`src/rtl/rxq_pkg.sv`:
```
package rxq_pkg;
    localparam int SLOTS = 3;
    localparam int CNT_W = 2;
    localparam int PTR_W = $clog2(SLOTS);
    localparam int REG_W = 8;

    // status register bit positions
    localparam int B_REL  = 5;
    localparam int B_OVR  = 4;
    localparam int B_FULL = 3;
    localparam int B_PEND = 0;

    // enable register bit positions
    localparam int E_OVR  = 3;
    localparam int E_FULL = 2;
    localparam int E_PEND = 1;
    localparam int E_TX   = 0;
    localparam logic [REG_W-1:0] EN_MASK = 8'h0F;

    typedef enum logic [1:0] {
        S_EMPTY = 2'd0,
        S_ONE   = 2'd1,
        S_TWO   = 2'd2,
        S_FULL  = 2'd3
    } fill_e;
endpackage

```
`src/rtl/rxq_store.sv`:
```
module rxq_store
    import rxq_pkg::*;
#(
    parameter int DATA_W = 8
) (
    input  logic              clk,
    input  logic              rst_n,
    input  logic              push,
    input  logic              pop,
    input  logic [DATA_W-1:0] wdata,
    output logic [DATA_W-1:0] rdata
);
    logic [DATA_W-1:0] slot_q [SLOTS];
    logic [PTR_W-1:0]  wr_ptr_q;
    logic [PTR_W-1:0]  rd_ptr_q;

    function automatic logic [PTR_W-1:0] step(input logic [PTR_W-1:0] p);
        return (p == PTR_W'(SLOTS - 1)) ? '0 : p + 1'b1;
    endfunction

    always_ff @(posedge clk) begin
        if (!rst_n) begin
            wr_ptr_q <= '0;
            rd_ptr_q <= '0;
        end else begin
            if (push) wr_ptr_q <= step(wr_ptr_q);
            if (pop)  rd_ptr_q <= step(rd_ptr_q);
        end
    end

    for (genvar i = 0; i < SLOTS; i++) begin : g_slot
        always_ff @(posedge clk) begin
            if (!rst_n) begin
                slot_q[i] <= '0;
            end else if (push && (wr_ptr_q == PTR_W'(i))) begin
                slot_q[i] <= wdata;
            end
        end
    end

    always_comb begin
        rdata = '0;
        for (int i = 0; i < SLOTS; i++) begin
            if (rd_ptr_q == PTR_W'(i)) rdata = slot_q[i];
        end
    end
endmodule

```
`src/rtl/rxq_ctrl.sv`:
```
module rxq_ctrl
    import rxq_pkg::*;
(
    input  logic             clk,
    input  logic             rst_n,
    input  logic             store_req,
    input  logic             rel_req,
    output logic             push,
    output logic             pop,
    output logic             drop,
    output logic             first_evt,
    output logic             fill_evt,
    output logic [CNT_W-1:0] cnt
);
    fill_e state_q, state_d;

    // event decode: which of PUSH, POP, BOTH, IDLE, DROP applies this cycle
    always_comb begin
        pop  = rel_req && (state_q != S_EMPTY);
        push = store_req && ((state_q != S_FULL) || pop);
        drop = store_req && (state_q == S_FULL) && !pop;
    end

    // next-state logic
    always_comb begin
        state_d = state_q;
        unique case (state_q)
            S_EMPTY: begin
                if (push) state_d = S_ONE;
            end
            S_ONE: begin
                if (push && !pop)      state_d = S_TWO;
                else if (pop && !push) state_d = S_EMPTY;
            end
            S_TWO: begin
                if (push && !pop)      state_d = S_FULL;
                else if (pop && !push) state_d = S_ONE;
            end
            S_FULL: begin
                if (pop && !push) state_d = S_TWO;
            end
            default: state_d = S_EMPTY;
        endcase
    end

    // state register
    always_ff @(posedge clk) begin
        if (!rst_n) state_q <= S_EMPTY;
        else        state_q <= state_d;
    end

    // outputs
    always_comb begin
        unique case (state_q)
            S_EMPTY: cnt = CNT_W'(0);
            S_ONE:   cnt = CNT_W'(1);
            S_TWO:   cnt = CNT_W'(2);
            S_FULL:  cnt = CNT_W'(3);
            default: cnt = CNT_W'(0);
        endcase
        first_evt = (state_q == S_EMPTY) && (state_d == S_ONE);
        fill_evt  = push && (state_d == S_FULL);
    end
endmodule

```
`src/rtl/rxq_regs.sv`:
```
module rxq_regs
    import rxq_pkg::*;
(
    input  logic             clk,
    input  logic             rst_n,
    input  logic             reg_sel,
    input  logic             reg_wr,
    input  logic [REG_W-1:0] reg_wdata,
    output logic [REG_W-1:0] reg_rdata,
    input  logic [CNT_W-1:0] cnt,
    input  logic             pop,
    input  logic             drop,
    input  logic             first_evt,
    input  logic             fill_evt,
    input  logic             tx_empty_req,
    output logic             rel_req,
    output logic             ovr_flag,
    output logic             full_flag,
    output logic             pend_flag,
    output logic [REG_W-1:0] en_bits,
    output logic             irq_rx,
    output logic             irq_err
);
    logic st_wr;
    logic en_wr;

    assign st_wr = reg_wr && !reg_sel;
    assign en_wr = reg_wr && reg_sel;

    always_ff @(posedge clk) begin
        if (!rst_n) begin
            rel_req   <= 1'b0;
            ovr_flag  <= 1'b0;
            full_flag <= 1'b0;
            pend_flag <= 1'b0;
            en_bits   <= '0;
        end else begin
            // release bit lives one cycle; the pop is taken while it is high
            rel_req <= st_wr && reg_wdata[B_REL];

            if (drop)                              ovr_flag <= 1'b1;
            else if (st_wr && reg_wdata[B_OVR])    ovr_flag <= 1'b0;

            if (fill_evt)                                 full_flag <= 1'b1;
            else if (pop || (st_wr && reg_wdata[B_FULL])) full_flag <= 1'b0;

            if (first_evt)                         pend_flag <= 1'b1;
            else if (st_wr && reg_wdata[B_PEND])   pend_flag <= 1'b0;

            if (en_wr) en_bits <= reg_wdata & EN_MASK;
        end
    end

    always_comb begin
        if (reg_sel) reg_rdata = en_bits;
        else         reg_rdata = {2'b00, rel_req, ovr_flag, full_flag, 1'b0, cnt};
    end

    assign irq_rx  = (pend_flag && en_bits[E_PEND]) || (tx_empty_req && en_bits[E_TX]);
    assign irq_err = (ovr_flag && en_bits[E_OVR]) || (full_flag && en_bits[E_FULL]);
endmodule

```
`src/rtl/rxq_top.sv`:
```
module rxq_top
    import rxq_pkg::*;
#(
    parameter int DATA_W = 8
) (
    input  logic              clk,
    input  logic              rst_n,
    input  logic              st_valid,
    input  logic [DATA_W-1:0] st_data,
    input  logic              reg_sel,
    input  logic              reg_wr,
    input  logic [7:0]        reg_wdata,
    output logic [7:0]        reg_rdata,
    output logic [DATA_W-1:0] mbox_data,
    output logic              mbox_valid,
    input  logic              tx_empty_req,
    output logic              irq_rx,
    output logic              irq_err
);
    logic             push, pop, drop, first_evt, fill_evt;
    logic [CNT_W-1:0] cnt;
    logic             rel_req, ovr_flag, full_flag, pend_flag;
    logic [REG_W-1:0] en_bits;

    rxq_ctrl u_ctrl (
        .clk       (clk),
        .rst_n     (rst_n),
        .store_req (st_valid),
        .rel_req   (rel_req),
        .push      (push),
        .pop       (pop),
        .drop      (drop),
        .first_evt (first_evt),
        .fill_evt  (fill_evt),
        .cnt       (cnt)
    );

    rxq_store #(.DATA_W(DATA_W)) u_store (
        .clk   (clk),
        .rst_n (rst_n),
        .push  (push),
        .pop   (pop),
        .wdata (st_data),
        .rdata (mbox_data)
    );

    rxq_regs u_regs (
        .clk          (clk),
        .rst_n        (rst_n),
        .reg_sel      (reg_sel),
        .reg_wr       (reg_wr),
        .reg_wdata    (reg_wdata),
        .reg_rdata    (reg_rdata),
        .cnt          (cnt),
        .pop          (pop),
        .drop         (drop),
        .first_evt    (first_evt),
        .fill_evt     (fill_evt),
        .tx_empty_req (tx_empty_req),
        .rel_req      (rel_req),
        .ovr_flag     (ovr_flag),
        .full_flag    (full_flag),
        .pend_flag    (pend_flag),
        .en_bits      (en_bits),
        .irq_rx       (irq_rx),
        .irq_err      (irq_err)
    );

    assign mbox_valid = (cnt != '0);
endmodule

```
`config.mk`:
```
export PLATFORM = sky130hd
export DESIGN_NAME = rxq_top
export DESIGN_NICKNAME = d
export VERILOG_FILES = /design/src/rtl/rxq_pkg.sv /design/src/rtl/rxq_store.sv /design/src/rtl/rxq_ctrl.sv /design/src/rtl/rxq_regs.sv /design/src/rtl/rxq_top.sv
export SDC_FILE = /design/constraint.sdc
export NUM_CORES = 1
export LEC_CHECK = 0
export BUFFER_PORTS_ARGS = -buffer_cell sky130_fd_sc_hd__buf_2
export CAP_MARGIN = 20
export CELL_PAD_IN_SITES_DETAIL_PLACEMENT = 1
export CELL_PAD_IN_SITES_GLOBAL_PLACEMENT = 1
export CORE_ASPECT_RATIO = 1.2
export CORE_MARGIN = 1
export CORE_UTILIZATION = 25
export DETAILED_ROUTE_END_ITERATION = 10
export GPL_TIMING_DRIVEN = 0
export HOLD_SLACK_MARGIN = 0.03
export PLACE_DENSITY_LB_ADDON = 0.1
export SLEW_MARGIN = 0
export SYNTH_ARGS = -nofsm -noshare
export SYNTH_HDL_FRONTEND = slang
export SYNTH_HIERARCHICAL = 1
export SYNTH_SLANG_ARGS = --single-unit
```
`constraint.sdc`:
```
create_clock -name clk -period 2.77 [get_ports clk]
set_clock_uncertainty 0.2 [all_clocks]
set_input_delay 0.1385 -clock clk [delete_from_list [all_inputs] [get_ports clk]]
set_output_delay 0.1385 -clock clk [all_outputs]
set_load 0.02 [all_outputs]
```
==> key figures <==
Placement
  • Detailed Place HPWL: 3.18 mm
  • RD Place Congestion: 0.695
  • Input/output buffers: 35
  • Cells after DPL: ~290

Cells and area
  • Final #Nets: 247
  • Non-Filler Instances: 316
  • Layout cells sized above 1: 27.9%
  • Post-layout util: 34.4%
  • Fillers: 845
  • P&R area growth vs syn: 32.4%
  • Inserted Diodes: 0

Timing
  • RSZ-0062 raised after global routing: false
  • Fmax: 428 MHz
  • Slew Viols, Final: 0
  • Tmin final: 2.33 ns
  • Final Hold Viols: 0
  • Tcrit/Tclk final: 84.3%
  • Setup-failing EPs final: 0
  • Post-Route Setup TNS: 0 ns

Critical path
  • Worst path required time: 2.51 ns
  • Maximum fanout along the worst path: 8
  • Max incr delay on CP: 0.51 ns
  • Arr. time, crit path: approximately 2.1 ns
  • CP max stage cell: dfxtp_1
  • CP Capture Type: flop
  • Worst path top cell family by delay: simple AND/OR/NAND/NOR gates
  • WP buf/inv: 0
  • Worst reg-to-reg path cell count: 4
  • Crit path cell chain: nor2b_1 > a21boi_1 > nor3b_1 > nand2b_1
  • Worst path depth: 4
  • FF-to-FF setup slack: 0.44 ns
  • Setup Crit Path Kind: reg -> reg
  • Crit path launch type: flop

Hold path
  • Hold path depth: 3
  • Min-Delay Path Class: in -> reg

Die
  • Row count: 34
  • Core Area: roughly 7300 um2
  • Die area: 7960 um2
  • Die outline height: roughly 98 um
  • Die W: 81.6 um
  • IO Count: 41
  • Initial core utilization: around a quarter

Routing
  • Post-route DRC: 0
  • WL/cell: between 10 and 15 um
  • Drt first pass iters: 4
  • DR vias: about 1400
  • Vias per cell: 4.51
  • Initial drt markers: 9
  • Post-DRT Antenna Nets: 0
  • Routed WL: ~4.6 mm

Power and ir drop
  • Static Leak: 1.00 nW
  • Worst vdd ir: 328 uV
  • PD cells: 531 nW/um2

Run
  • Max_cap viols: 0

Yosys
  • Cell count after synthesis: 161
  • Yosys Warn Count: 6
  • Syn Std Cell Area: between 1500 and 2000 um2
  • Synthesized area per cell: 11.8 um2

Clock network
  • Max Root-Sink Buffers: 2
  • Root buf cell: clkbuf_8
  • TritonCTS Buffers: 5
  • Post-CTS Setup Inserts: 0
  • Clock sink count: 38
  • CTS tree: yes
  • Worst-path clk slew: 0.08 ns
  • Clk Latency, worst-skew pair: 0.29 ns
  • Htree depth: 2

Global route
  • Antenna violations before repair: 0
  • Largest net degree at the start of global routing: 14
  • Global route total overflow: 0
  • Vias in the first global route: 1485
  • Total Routing Usage GR: ~12%
  • First-pass GRT wire length: about 7.2 mm

Outcome
  • Status: complete, no violations
## routing by layer
layer | wire [um] | GRT usage (%) | vias up
met5 | 0 | 0 | -
met4 | 63 | 5.26 | 0
met3 | 160 | 2.35 | 6
met2 | 2550 | 23.8 | 36
met1 | 1820 | 12.2 | 683
li1 | - | - | 699
## cells in the final DEF, fill, tap and decap left out, types with 5 or more instances in the layout
cell / n
buf_2: 37
and2_1: 26
edfxtp_1: 24
dlygate4sd3_1: 21
dfxtp_1: 14
o2bb2ai_1: 9
mux2i_1: 8
nor2b_1: 6
a21oi_1: 6
clkbuf_8: 5
inv_1: 5
## cell type report
type	count	area (um2)	share of cell area, %
buffer	11	78.8	3.13
clock buffer	5	68.8	2.73
clock inverter	3	45.0	1.79
inverter	5	18.8	0.746
multi-input combinational	108	806	32.0
sequential	38	1000	39.8
tap	90	113	4.48
timing repair buffer	56	385	15.3
## flip-flops by register name, indices dropped and copies added (netlist names)
signal            flops
u_regs/ovr_flag       1
u_store/slot_q       24
u_store/rd_ptr_q      2
u_regs/full_flag      1
u_store/wr_ptr_q      2
u_ctrl/state_q        2
u_regs/pend_flag      1
u_regs/en_bits        4
u_regs/rel_req        1
## metrics by stage
step                hold slack, ns  cell area, um2  setup slack (ns)  total power, W
detailed placement           0.148            2190             0.186        0.000856
global route                0.0686            2520             0.134         0.00140
finish                      0.0544            2520             0.436         0.00134
floorplan                   0.0387            1900             0.733        0.000788
CTS                         0.0462            2520             0.151         0.00136
global placement             0.145            2190             0.258        0.000849
## where the power goes
part,internal [W],total [W],switching [W]
Combinational,0.0000961,0.000204,0.000108
Sequential,0.000639,0.000657,0.0000184
Clock,0.000268,0.000475,0.000207
Total,0.00100,0.00134,0.000333
## worst register-to-register path, stage by stage, from the launching register on
cell	delay (ns)
dfxtp_1	0.51
nor2b_1	0.12
a21boi_1	0.43
nor3b_1	0.30
nand2b_1	0.43
## worst paths after layout
kind	startpoint	end
max	u_regs/rel_req	u_store/slot_q[0][0]
min	reg_sel	u_regs/en_bits[2]
max reg2reg	u_regs/rel_req	u_store/slot_q[0][0]
min reg2reg	u_store/rd_ptr_q[1]	u_store/rd_ptr_q[1]
## repair_timing
item,CTS,global route
gates resized for setup,0,1
endpoints found under the setup margin,0,8
hold buffers,21,0
hold endpoints to repair,34,0
Power figures use the tool's default switching activity.
